[src/rtl/tlbx_pkg.sv]
package tlbx_pkg;
  localparam int STW = 32;
  typedef logic [STW-1:0] state_t;

  // machine state bit positions
  localparam int B_AUXP = 31;
  localparam int B_AUXX = 30;
  localparam int B_WAIT = 29;
  localparam int B_EXTI = 28;
  localparam int B_USER = 27;
  localparam int B_DBGW = 26;
  localparam int B_ITRN = 25;
  localparam int B_DTRN = 24;
  localparam int B_CRIT = 3;
  localparam int B_MCHK = 2;
  localparam int B_DBGE = 1;

  localparam state_t CLR_DATA = (state_t'(1) << B_WAIT) | (state_t'(1) << B_EXTI)
                              | (state_t'(1) << B_USER) | (state_t'(1) << B_DBGW)
                              | (state_t'(1) << B_ITRN) | (state_t'(1) << B_DTRN);
  localparam state_t CLR_INSTR = CLR_DATA | (state_t'(1) << B_AUXP) | (state_t'(1) << B_AUXX);

  // syndrome bit positions
  localparam int SYN_STORE = 8;
  localparam int SYN_MCHK  = 31;

  localparam logic [15:0] OFS_DATA  = 16'h1100;
  localparam logic [15:0] OFS_INSTR = 16'h1200;

  localparam int DBG_N = 8;
  localparam logic [DBG_N-1:0] DBG_SYNC_MASK  = 8'h3F;
  localparam logic [DBG_N-1:0] DBG_ASYNC_MASK = 8'hC0;

  typedef enum logic [1:0] {MK_NONE = 2'd0, MK_DATA = 2'd1, MK_INSTR = 2'd2} miss_kind_e;
endpackage

[src/rtl/tlbx_rst_sync.sv]
module tlbx_rst_sync #(
  parameter int STAGES = 2
) (
  input  logic clk,
  input  logic rst_n,
  output logic rst_q
);
  logic [STAGES-1:0] chain_q;
  logic [STAGES-1:0] chain_d;

  always_comb begin
    chain_d = {chain_q[STAGES-2:0], 1'b1};
  end

  always_ff @(posedge clk or negedge rst_n) begin
    if (!rst_n) chain_q <= '0;
    else        chain_q <= chain_d;
  end

  assign rst_q = chain_q[STAGES-1];
endmodule

[src/rtl/tlbx_state_clear.sv]
module tlbx_state_clear
  import tlbx_pkg::*;
#(
  parameter bit FOR_INSTR = 1'b0
) (
  input  state_t cur,
  output state_t cleared
);
  generate
    if (FOR_INSTR) begin : g_instr
      assign cleared = cur & ~CLR_INSTR;
    end else begin : g_data
      assign cleared = cur & ~CLR_DATA;
    end
  endgenerate
endmodule

[src/rtl/tlbx_debug_class.sv]
module tlbx_debug_class
  import tlbx_pkg::*;
(
  input  logic [DBG_N-1:0] ev,
  output logic             sync_hit,
  output logic             async_hit
);
  assign sync_hit  = |(ev & DBG_SYNC_MASK);
  assign async_hit = |(ev & DBG_ASYNC_MASK);
endmodule

[src/rtl/tlbx_vector_gen.sv]
module tlbx_vector_gen
  import tlbx_pkg::*;
#(
  parameter int AW    = 32,
  parameter int PFX_W = 16
) (
  input  logic [PFX_W-1:0] pfx,
  input  logic             is_instr,
  output logic [AW-1:0]    vec
);
  localparam int OFS_W = AW - PFX_W;
  localparam logic [OFS_W-1:0] OFS_D = OFS_W'(OFS_DATA);
  localparam logic [OFS_W-1:0] OFS_I = OFS_W'(OFS_INSTR);

  assign vec = {pfx, (is_instr ? OFS_I : OFS_D)};
endmodule

[src/rtl/tlb_miss_entry.sv]
module tlb_miss_entry
  import tlbx_pkg::*;
#(
  parameter int AW    = 32,
  parameter int PFX_W = 16
) (
  input  logic             clk,
  input  logic             rst_n,
  input  logic             dmiss_i,
  input  logic             imiss_i,
  input  logic             store_i,
  input  logic [AW-1:0]    ea_i,
  input  logic [AW-1:0]    pc_i,
  input  logic [31:0]      state_i,
  input  logic [31:0]      synd_i,
  input  logic [PFX_W-1:0] vec_pfx_i,
  input  logic [7:0]       dbg_ev_i,
  output logic             redirect_o,
  output logic [AW-1:0]    new_pc_o,
  output logic [31:0]      new_state_o,
  output logic [AW-1:0]    save_ret_o,
  output logic [31:0]      save_state_o,
  output logic [AW-1:0]    fault_addr_o,
  output logic [31:0]      synd_o,
  output logic             dbg_sync_o,
  output logic             dbg_async_o
);
  logic rst_q;

  tlbx_rst_sync #(.STAGES(2)) u_rst (
    .clk  (clk),
    .rst_n(rst_n),
    .rst_q(rst_q)
  );

  // miss selection: instruction side first
  miss_kind_e kind;
  always_comb begin
    if (imiss_i && state_i[B_ITRN])      kind = MK_INSTR;
    else if (dmiss_i && state_i[B_DTRN]) kind = MK_DATA;
    else                                 kind = MK_NONE;
  end

  state_t clr_v [2];
  for (genvar g = 0; g < 2; g++) begin : g_clr
    tlbx_state_clear #(.FOR_INSTR(g == 1)) u_clr (
      .cur    (state_i),
      .cleared(clr_v[g])
    );
  end

  logic [AW-1:0] vec_w;
  tlbx_vector_gen #(.AW(AW), .PFX_W(PFX_W)) u_vec (
    .pfx     (vec_pfx_i),
    .is_instr(kind == MK_INSTR),
    .vec     (vec_w)
  );

  logic sync_w, async_w;
  tlbx_debug_class u_dbg (
    .ev       (dbg_ev_i),
    .sync_hit (sync_w),
    .async_hit(async_w)
  );

  // next-state values and clock enables
  logic        take_en, data_en;
  state_t      state_d;
  logic [31:0] synd_d;
  always_comb begin
    take_en = (kind != MK_NONE);
    data_en = (kind == MK_DATA);
    state_d = (kind == MK_INSTR) ? clr_v[1] : clr_v[0];
    synd_d  = '0;
    synd_d[SYN_MCHK]  = synd_i[SYN_MCHK];
    synd_d[SYN_STORE] = store_i;
  end

  always_ff @(posedge clk or negedge rst_q) begin
    if (!rst_q) begin
      redirect_o   <= 1'b0;
      dbg_sync_o   <= 1'b0;
      dbg_async_o  <= 1'b0;
      new_pc_o     <= '0;
      new_state_o  <= '0;
      save_ret_o   <= '0;
      save_state_o <= '0;
      fault_addr_o <= '0;
      synd_o       <= '0;
    end else begin
      redirect_o  <= take_en;
      dbg_sync_o  <= sync_w;
      dbg_async_o <= async_w;
      if (take_en) begin
        new_pc_o     <= vec_w;
        new_state_o  <= state_d;
        save_ret_o   <= pc_i;
        save_state_o <= state_i;
      end
      if (data_en) begin
        fault_addr_o <= ea_i;
        synd_o       <= synd_d;
      end
    end
  end
endmodule

[config.mk]
export PLATFORM = sky130hd
export DESIGN_NAME = tlb_miss_entry
export DESIGN_NICKNAME = d
export VERILOG_FILES = /design/src/rtl/tlbx_pkg.sv /design/src/rtl/tlbx_rst_sync.sv /design/src/rtl/tlbx_state_clear.sv /design/src/rtl/tlbx_debug_class.sv /design/src/rtl/tlbx_vector_gen.sv /design/src/rtl/tlb_miss_entry.sv
export SDC_FILE = /design/constraint.sdc
export NUM_CORES = 1
export LEC_CHECK = 0
export BUFFER_PORTS_ARGS = -buffer_cell sky130_fd_sc_hd__buf_2
export CAP_MARGIN = 15
export CORE_AREA = 3 3 135 137
export CTS_CLUSTER_DIAMETER = 120
export DETAILED_ROUTE_END_ITERATION = 7
export DIE_AREA = 0 0 138 140
export SYNTH_ARGS = -nofsm -noshare
export SYNTH_HDL_FRONTEND = slang
export SYNTH_SLANG_ARGS = --single-unit
[constraint.sdc]
create_clock -name clk -period 4.3 [get_ports clk]
set_input_delay 0.215 -clock clk [delete_from_list [all_inputs] [get_ports clk]]
set_output_delay 0.215 -clock clk [all_outputs]
set_load 0.02 [all_outputs]
[Word-level counts from Yosys, hierarchy flattened]
Index checks and enable logic that the tools add are counted.
Cells by class
  equality and inequality tests: 2
  mux-type cells: 4
  reduce and logical (&&, ||, !) cells: 5
Operators with widths (count)
  32-bit 2-to-1 mux: 1
  10-bit 2-to-1 mux: 1
  6-bit OR reduction: 1
  2-bit by 1-bit equality test with 1-bit output, second input constant: 1
  2-bit equality test, second input constant: 1
  1-bit logical AND: 2
  2-bit 2-to-1 mux: 1
  2-bit nonzero test: 1
  2-bit OR reduction: 1
  1-bit 2-to-1 mux: 1
Word-level totals
  flip-flop bits (word level): 167
  input port bits: 157
  word-level logic and storage cells: 21

[Logic depth before layout (Yosys ltp)]
Gate-level depths: netlist (run 1).
  depth in word-level cells: 5
  gate-level depth with buffers: 5
  mapped depth without buffers: 3

[By module]
A second synthesis (run 1) with hierarchy kept.
Second synthesis, totals
  cells, all modules: 560
  area, all modules: 7583.5 um^2
By module, submodules not included
  tlb_miss_entry: instances 1, cells an instance 453, area an instance 6777.8 um^2, seq. area each 4129.0 um^2
  tlbx_state_clear: instances 2, cells an instance 33, area an instance 244.0 um^2, seq. area each 0.0 um^2
  tlbx_vector_gen: instances 1, cells an instance 34, area an instance 244.0 um^2, seq. area each 0.0 um^2
  tlbx_rst_sync: instances 1, cells an instance 3, area an instance 53.8 um^2, seq. area each 50.0 um^2
  tlbx_debug_class: instances 1, cells an instance 4, area an instance 20.0 um^2, seq. area each 0.0 um^2

[Worst setup path before layout (run 1)]
OpenSTA, ideal clock, no wires.
  kind: input to register
  from: in dmiss_i
  to: reg fault_addr_o[10]
  arrival time: 1005 ps
  setup slack: 3170 ps
  stages on the path: 5
  path buffers: 2
  cells stage by stage: and2_4 > buf_8 > nand2_8 > buf_12 > mux2_4
On the way
  word-level cells in the longest chain between the ends: 4
RTL lines
  from (decl): RTL line tlb_miss_entry.sv:9  | input logic dmiss_i,
  1-bit logical AND: RTL line tlb_miss_entry.sv:40  | else if (dmiss_i && state_i[B_DTRN]) kind = MK_DATA;
  1-bit 2-to-1 mux: RTL line tlb_miss_entry.sv:40
  2-bit 2-to-1 mux: RTL line tlb_miss_entry.sv:39  | if (imiss_i && state_i[B_ITRN]) kind = MK_INSTR;
  2-bit by 1-bit equality test with 1-bit output: RTL line tlb_miss_entry.sv:72  | data_en = (kind == MK_DATA);
  to (signal assigned): RTL line tlb_miss_entry.sv:101  | fault_addr_o <= ea_i;
  to (decl): RTL line tlb_miss_entry.sv:23  | output logic [AW-1:0] fault_addr_o,
No other way between the ends.
A chain may end at the register's enable or synchronous reset.

[Worst setup path in the final report (run 1)]
  from: in dbg_ev_i[0]
  to: reg dbg_sync_o
On the way
  word-level cells in the longest chain between the ends: 1
RTL lines
  from (decl): RTL line tlb_miss_entry.sv:17  | input logic [7:0] dbg_ev_i,
  6-bit OR reduction: RTL line tlbx_debug_class.sv:8  | assign sync_hit = |(ev & DBG_SYNC_MASK);
  via sync_w: RTL line tlb_miss_entry.sv:59  | logic sync_w, async_w;
  to (signal assigned): RTL line tlb_miss_entry.sv:92  | dbg_sync_o <= sync_w;
  to (decl): RTL line tlb_miss_entry.sv:25  | output logic dbg_sync_o,
The timed path passes the listed nets, and every way through them passes these cells.

==> qor.txt, run 1 <==
final hold vios = 0
hold endpoint = save_ret_o[21]
DRT Pass-1 Iters = 4
Setup TNS = 0 ns
Via Count = 3448
worst path buffer plus inverter count = 4
Starting Density = 0.3124
routed len/inst = 14.42 microns
Rows = 48
vias in the first global route = 3648
die area = 19320 sq um
largest net degree at the start of global routing = 84
Root Buffer = clkbuf_16
Mapped Cells = 350
initial antenna violation count = 0
Clock Tree Buf Depth = 2
hold_sp = pc_i[21]
drt first-iter violations = 91
nets = 768
P per Cell Area = 518.8 nW/um^2
cell accounting for the most synthesized area = dfrtp_1
f_max = 557.7 MHz
post-synthesis sequential area ratio = 0.5784
reg2reg setup slack = 2.89 ns
RR Endpoint = save_ret_o[12]
Max VDD drop = 0.2523 mV
Yosys reg bits = 124
WP data required = 4.59 ns
share of the synthesized area in the top cell type = 0.5784
IO Pins = 352
gr ovfl total = 0
crit-path max cell delay = 0.55 ns
final wirelength = 12250 microns
Critical-path top delay cell = dlygate4sd3_1
synth unique cells = 20
Pleak = 0.003709 uW
status = finished clean
Final ANT Viol Nets = 0
DRC viols = 0
critical path class = in2reg
CTS tree = yes
FF-to-FF Start = u_rst.chain_q[1]
CTS Sinks = 124
Max Cap Violations = 0
fin crit share = 0.4170
ranking of synthesized cells by area = dfrtp_1, mux2_2, buf_4
Num CTS Buffers = 17
Slew headroom = 0.2740
Syn Std Cell Area = 5365 sq um
number of stages on the worst setup path = 6
Setup Skew = 0.008223 ns
# fillers = 1637
CP Launch Type = input pin
highest-count cells in the layout ignoring fill and taps = buf_2, dfrtp_1, mux2_2
cell mode on critical path = dlygate4sd3_1
first-pass GRT wire length = 19490 microns
insertion delay of the later-clocked pin in the worst-skew pair = 0.40 ns
commonest non-fill, non-tap cell in the layout = buf_2
critical path cell sequence = dlygate4sd3_1 > buf_2 > nor2_1 > dlygate4sd3_1 > nand2_1 > dlygate4sd3_1
Total GRT Usage = 0.1267
worst slew pin tran = 1.089 ns
Detail Placement HPWL = 9111 microns
final core occ = 0.4197
Final GP Congestion = 0.7739
crit-path max FO = 1
Data arrival, critical path = 2.08 ns
vias per cell = 4.061
worst reg2reg path depth = 2
Worst Hold Class = in2reg
Max Slew Vio Count = 0
final antenna diode count = 0
Critical Path Sink Type = register
chip height = 140 microns
Synth Area per Inst = 15.33 sq um
die width = 138 microns
RSZ-0062 raised after global routing = false
PostCTS Resize Cnt = 0
P&R area growth vs syn = 34.37%
Clk pin slew, worst setup/hold paths = 0.06 ns
Hold Crit Depth = 2
fin crit period = 1.793 ns
Ys Warns = 0
delay-heaviest family, CP = buffers and inverters
H-tree levels = 4
IO Port Bufs = 271
share of cells above drive strength 1 = 0.6811
final setup vio count = 0
core box area = 17180 sq um
## routing by layer
metal / vias up / global-route usage / share of wire
li1: 1587 / - / -
met1: 1659 / 0.1481 / 0.40
met2: 188 / 0.2104 / 0.50
met3: 14 / 0.04848 / 0.084
met4: 0 / 0.05200 / 0.020
met5: - / 0 / 0
## registers in the layout (all words and copies together) (netlist names)
name,flops
dbg_async_o,1
dbg_sync_o,1
fault_addr_o,32
new_pc_o,19
new_state_o,2
redirect_o,1
save_ret_o,32
save_state_o,32
synd_o,2
u_rst.chain_q,2
## timing repair
| item | in CTS | in global routing |
|---|---|---|
| setup buffers | 0 | 0 |
| hold buffers | 6 | 0 |
| endpoints found under the hold margin | 4 | 0 |
## kinds of logic after synthesis
| logic type | Yosys count | synth area share |
|---|---|---|
| buf+inv | 85 | 0.1287 |
| flops | 124 | 0.5784 |
| other cells | 2 | 0.001400 |
| compound gates | 4 | 0.003731 |
| mux | 112 | 0.2624 |
| simple gates | 23 | 0.02542 |
## worst max path at each step
stage / startpoint / end / slack (ns)
floorplan: u_rst.chain_q[1] / dbg_async_o / 0.59
global placement: dmiss_i / save_ret_o[2] / 2.47
detailed placement: dmiss_i / save_ret_o[31] / 2.40
CTS: u_rst.chain_q[1] / save_ret_o[12] / 2.50
global route: dbg_ev_i[0] / dbg_sync_o / 2.46
finish: dbg_ev_i[0] / dbg_sync_o / 2.51
## worst reg2reg max path, delay by kind of cell (launching register included)
kind / cells / cell delay, ns
buffers and inverters: 2 / 0.87
flip-flops: 1 / 0.64
## final cells by class
type                    instances  area (sq um)  share of cell area
multi-input cells             189          1752              0.2430
clock inverters                13         165.2             0.02291
well taps                     225         281.5             0.03905
repair buffers                279          1451              0.2013
clock buffers                  19         452.9             0.06283
flip-flops and latches        124          3107              0.4309
## power breakdown
| group | internal (uW) | total (uW) | switching (uW) |
|---|---|---|---|
| logic | 355 | 839 | 484 |
| registers | 1330 | 1430 | 95.0 |
| clock network | 945 | 1470 | 528 |
## synthesized netlist by cell type (all sizes together)
library cell	number
and2	2
buf	85
a21oi	2
nand2	15
o21ai	2
conb	2
mux2	112
nor4	1
or3	1
dfrtp	124
nor2	3
or2	1
## metrics by stage
stage	power, uW	std cells	worst slack, ns	hold slack [ns]	instance area, sq um
floorplan	2064	398	0.5896	-0.08059	5545
global placement	2275	810	2.472	0.001066	6504
detailed placement	2292	810	2.402	0.002165	6504
CTS	3807	848	2.499	0.01161	7182
global route	3934	849	2.458	0.01069	7209
finish	3740	849	2.507	0.04060	7209
(Power assumes the default switching activity.)
==> run 2: changes to the inputs <==
--- a/config.mk
+++ b/config.mk
@@ -5,12 +5,13 @@
 export SDC_FILE = /design/constraint.sdc
 export NUM_CORES = 1
 export LEC_CHECK = 0
+export ABC_AREA = 1
 export BUFFER_PORTS_ARGS = -buffer_cell sky130_fd_sc_hd__buf_2
 export CAP_MARGIN = 15
-export CORE_AREA = 3 3 135 137
+export CORE_AREA = 3 3 136 138
 export CTS_CLUSTER_DIAMETER = 120
 export DETAILED_ROUTE_END_ITERATION = 7
-export DIE_AREA = 0 0 138 140
+export DIE_AREA = 0 0 139 141
 export SYNTH_ARGS = -nofsm -noshare
 export SYNTH_HDL_FRONTEND = slang
 export SYNTH_SLANG_ARGS = --single-unit
==> constraint.sdc (replaced) <==
create_clock -name clk -period 1.8 [get_ports clk]
set_input_delay 0.09 -clock clk [delete_from_list [all_inputs] [get_ports clk]]
set_output_delay 0.09 -clock clk [all_outputs]
set_load 0.02 [all_outputs]
==> run 2 against run 1 <==
Synthesized cell count rose by 71%; global-route usage increased by 4.2 points; critical path depth is the same; worst hold slack improved by 0.15 ns; sequential cell count is the same; combinational power increased by 140%; sequential share of layout area decreased by 6.2 points; critical path type unchanged.
==> qor.txt, run 2 <==
status = finished clean
Data arrival, critical path = 2.03 ns
share of cells above drive strength 1 = 0.3285
RSZ-0062 raised after global routing = false
IO Port Bufs = 271
Finished Layout Cells = 1199
final setup vio count = 0
critical path class = in2reg
worst reg2reg path depth = 1
gr ovfl total = 0
PostCTS Resize Cnt = 0
Final GP Congestion = 0.7834
Worst Hold Class = in2reg
drt first-iter violations = 208
Primary FF master, synth = dfrtp_1
WP data required = 2.08 ns
Largest regs = fault_addr_o x32, save_ret_o x32, save_state_o x32
CTS tree = yes
Max VDD drop = 0.5935 mV
final antenna diode count = 0
DRT Pass-1 Iters = 7
final wirelength = 16810 microns
Via Count = 5190
Max Slew Vio Count = 0
Pleak = 0.004703 uW
FF-to-FF Start = u_rst.chain_q[1]
post-synthesis sequential area ratio = 0.5709
chip height = 141 microns
worst slew pin tran = 0.5452 ns
IO Pins = 352
largest net degree at the start of global routing = 82
P&R area growth vs syn = 54.95%
Slew headroom = 0.6365
f_max = 570.2 MHz
Critical-path top delay cell = dlygate4sd3_1
Setup Buffers After CTS = 0
fin crit share = 0.9743
Yosys reg bits = 124
Clock Tree Buf Depth = 2
RR Endpoint = fault_addr_o[10]
critical path cell sequence = dlygate4sd3_1 > buf_2 > nor2_1 > dlygate4sd3_1 > nand3_1 > dlygate4sd3_1
# hold bufs at CTS = 121
hold_sp = dmiss_i
final hold vios = 0
WHS = 0.1892 ns
Num CTS Buffers = 17
cell mode on critical path = dlygate4sd3_1
ranking of synthesized cells by area = dfrtp_1, nand2_1, nand3_1
most frequent cell after synthesis = nand2_1
fin crit period = 1.754 ns
vias in the first global route = 5262
synth unique cells = 14
hold endpoint = new_pc_o[9]
vias per cell = 4.329
highest-count cells in the layout ignoring fill and taps = buf_2, nand2_1, dfrtp_1
insertion delay of the later-clocked pin in the worst-skew pair = 0.41 ns
first-pass GRT wire length = 26920 microns
Total GRT Usage = 0.1689
Rows = 48
Clk pin slew, worst setup/hold paths = 0.05 ns
H-tree levels = 4
top cells by count, synth = nand2_1, dfrtp_1, nand3_1
crit-path max cell delay = 0.56 ns
core box area = 17300 sq um
Setup TNS = 0 ns
Root Buffer = clkbuf_16
nets = 1118
Setup Skew = 0.007981 ns
dpl cells = 1046
Final ANT Viol Nets = 0
Critical Path Sink Type = register
die area = 19600 sq um
cell accounting for the most synthesized area = dfrtp_1
routed len/inst = 14.02 microns
Mapped Cells = 600
CP Launch Type = input pin
Synth Area per Inst = 9.059 sq um
Max Cap Violations = 0
Starting Density = 0.3142
DRC viols = 0
share of the synthesized area in the top cell type = 0.5709
Detail Placement HPWL = 10480 microns
initial antenna violation count = 0
Syn Std Cell Area = 5435 sq um
Hold Crit Depth = 5
die width = 139 microns
Async S/R FF share, synth = 1.000
commonest non-fill, non-tap cell in the layout = buf_2
CTS Sinks = 124
P per Cell Area = 1044 nW/um^2
reg2reg setup slack = 1.00 ns
crit-path max FO = 1
Ys Warns = 0
number of flops mapped to enable cells by yosys = 0
## run 2: changes by cell type after synthesis, sizes merged, moves of 2 or more
cell / delta
o21ai: -2
nand2: +223
and2: -2
inv: +3
nand3: +119
mux2: -112
a21oi: -2
buf: +23
## run 2: worst max path at each step
stage | startpoint | to | depth (start not counted)
floorplan | u_rst.chain_q[1] | dbg_async_o | 0
CTS | dbg_ev_i[0] | dbg_sync_o | 6
finish | dbg_ev_i[0] | dbg_sync_o | 6
detailed placement | state_i[25] | fault_addr_o[19] | 6
global route | dbg_ev_i[0] | dbg_sync_o | 6
global placement | imiss_i | fault_addr_o[19] | 6
## run 2: layer usage
metal	wire [microns]	track usage
met5	0	0
met4	241	0.05149
met3	1244	0.05122
met2	8478	0.2907
met1	6842	0.2045
## run 2: where the power goes
| group | internal [uW] | total [uW] | switching (uW) |
|---|---|---|---|
| clock | 2140 | 3380 | 1240 |
| sequential | 3150 | 3360 | 215 |
| combinational | 759 | 2050 | 1290 |
| total | 6050 | 8790 | 2740 |
## run 2: layout make-up
type                    count  area (sq um)
well taps                 225         281.5
fillers                  1586          8875
multi-input cells         412          1730
clock inverters            10         115.1
inverters                   3         13.76
flip-flops and latches    124          3107
repair buffers            403          2700
clock buffers              22         474.2
## run 2: kinds of logic after synthesis
logic type             after synthesis  share of synthesized area
buffers and inverters              112                     0.1448
DFF                                124                     0.5709
other                                2                   0.001382
and+or+nand+nor                    362                     0.2829
## run 2: critical path, delay by kind of cell
family                 cells  cell delay [ns]
buffers and inverters      4             1.78
AND/OR/NAND/NOR            2             0.15
## run 2: metrics by stage
step	utilization	setup slack (ns)	power (uW)	instance area [sq um]
final	0.4869	0.04631	8794	8422
after global routing	0.4869	0.05909	9252	8422
after CTS	0.4869	0.1707	8899	8422
after detailed placement	0.3828	0.4832	5245	6621
after global placement	0.3828	0.4890	5227	6621
after floorplan	-	0.4767	4681	5619
==> run 3: changes to the inputs <==
--- a/config.mk
+++ b/config.mk
@@ -12,6 +12,7 @@
 export CTS_CLUSTER_DIAMETER = 120
 export DETAILED_ROUTE_END_ITERATION = 7
 export DIE_AREA = 0 0 139 141
+export PLACE_DENSITY = 0.61
 export SYNTH_ARGS = -nofsm -noshare
 export SYNTH_HDL_FRONTEND = slang
 export SYNTH_SLANG_ARGS = --single-unit
==> run 3 against run 2 <==
Clock power hardly changed; fmax is 4.5% higher; clock skew increased by 0.0023 ns; final area hardly changed.
==> qor.txt, run 3 (same netlist as run 2, synthesis figures left out) <==
status = finished clean
reg2reg setup slack = 0.92 ns
f_max = 595.8 MHz
Detail Placement HPWL = 10500 microns
combinational share of power = 0.233
Critical-path top delay cell = dlygate4sd3_1
nets = 1120
vias per cell = 4.313
critical path class = in2reg
WP data required = 2.09 ns
initial antenna violation count = 1
Max VDD drop = 0.5920 mV
crit-path max cell delay = 0.55 ns
P&R area growth vs syn = 54.97%
DRT Pass-1 Iters = 5
Hold Crit Depth = 5
crit-path max FO = 1
met3 Track Usage GR = 0.04851
Final ANT Viol Nets = 0
Largest regs = fault_addr_o x32, save_ret_o x32, save_state_o x32
CTS Sinks = 124
RSZ-0062 raised after global routing = false
die width = 139 microns
met2 usage = 0.2871
highest-count cells in the layout ignoring fill and taps = buf_2, nand2_1, dfrtp_1
critical path cell sequence = dlygate4sd3_1 > buf_2 > nor2_1 > dlygate4sd3_1 > nand3_1 > dlygate4sd3_1
Internal Power = 5994 uW
Root Buffer = clkbuf_16
drt first-iter violations = 167
hold_sp = dmiss_i
core box area = 17300 sq um
P per Cell Area = 1041 nW/um^2
Total GRT Usage = 0.1647
Final GP Congestion = 0.7430
Max Slew Vio Count = 0
PostCTS Resize Cnt = 0
Critical Path Sink Type = register
Pleak = 0.004702 uW
worst reg2reg path depth = 1
RR Endpoint = save_state_o[8]
die area = 19600 sq um
final core occ = 0.4870
Rows = 48
largest net degree at the start of global routing = 54
CTS tree = yes
DRC viols = 0
worst slew pin tran = 0.5905 ns
fin crit period = 1.678 ns
hold endpoint = new_state_o[31]
Num CTS Buffers = 17
Most Crowded Layer GR = met2
cell mode on critical path = dlygate4sd3_1
first-pass GRT wire length = 26170 microns
H-tree levels = 4
commonest non-fill, non-tap cell in the layout = buf_2
final setup vio count = 0
Final Total Pwr = 8767 uW
Setup Skew = 0.01027 ns
IO Port Bufs = 271
Via Count = 5184
NetSw = 2773 uW
Slew headroom = 0.6063
IO Pins = 352
sequential share of power = 0.383
final hold vios = 0
share of cells above drive strength 1 = 0.3289
Data arrival, critical path = 1.97 ns
FF-to-FF Start = u_rst.chain_q[1]
clock power share = 0.384
Max Cap Violations = 0
CP Launch Type = input pin
switching part of the total power = 0.3163
Worst Hold Class = in2reg
routed len/inst = 13.84 microns
Starting Density = 0.3142
fin crit share = 0.9325
Setup TNS = 0 ns
chip height = 141 microns
final wirelength = 16630 microns
vias in the first global route = 5105
Clock Tree Buf Depth = 2
Clk pin slew, worst setup/hold paths = 0.06 ns
met1 Resource Use GR = 0.1955
gr ovfl total = 0
insertion delay of the later-clocked pin in the worst-skew pair = 0.40 ns
==> run 3: worst max-delay path: cells and delay by family <==
family	cells	cell delay (ns)
buffers and inverters	4	1.76
and+or+nand+nor	2	0.12
==> run 3: power groups by stage <==
stage	Sequential (uW)	Clock (uW)	Combinational (uW)
detailed placement	3380	0	1850
global placement	3390	0	1830
finish	3350	3370	2050
global route	3400	3630	2220
floorplan	3870	0	816
CTS	3350	3480	2050
==> run 3: final cells by class <==
| cell class | count | area [sq um] |
|---|---|---|
| fillers | 1571 | 8874 |
| clock inverters | 12 | 136.4 |
| clock buffers | 20 | 446.7 |
| flip-flops and latches | 124 | 3107 |
| multi-input cells | 412 | 1730 |
| repair buffers | 405 | 2705 |
| well taps | 225 | 281.5 |
| inverters | 3 | 13.76 |
| diodes | 1 | 2.502 |
==> run 3: through the flow <==
stage                     std cells  instance area [sq um]  hold slack, ns  setup slack (ns)
final                          1202                   8423          0.1993            0.1215
after global routing           1202                   8423          0.2193           0.09670
after CTS                      1201                   8421          0.1912            0.1645
after detailed placement       1047                   6616         -0.1154            0.4115
after global placement         1047                   6616         -0.1224            0.4163
after floorplan                 648                   5619         -0.2056            0.4767
==> run 3: routing by layer <==
layer  vias to the layer above  wire [microns]
met1                      2432            6709
met3                        16            1242
met2                       219            8432
li1                       2517               -
met4                         0             247
met5                         -               0
==> run 3: worst max path at each step <==
stage                       end              from  slack (ns)
2_1_floorplan       dbg_async_o  u_rst.chain_q[1]        0.48
3_3_place_gp   fault_addr_o[27]       state_i[25]        0.42
3_5_place_dp   fault_addr_o[25]       state_i[25]        0.41
4_1_cts              dbg_sync_o       dbg_ev_i[0]        0.16
5_1_grt              dbg_sync_o       dbg_ev_i[0]         0.1
6_report             dbg_sync_o       dbg_ev_i[0]        0.12
==> run 3: repair_timing <==
item / 4_1_cts / 5_1_grt
hold buffers: 122 / 0
hold endpoints to repair: 121 / 0
setup buffers: 0 / 0
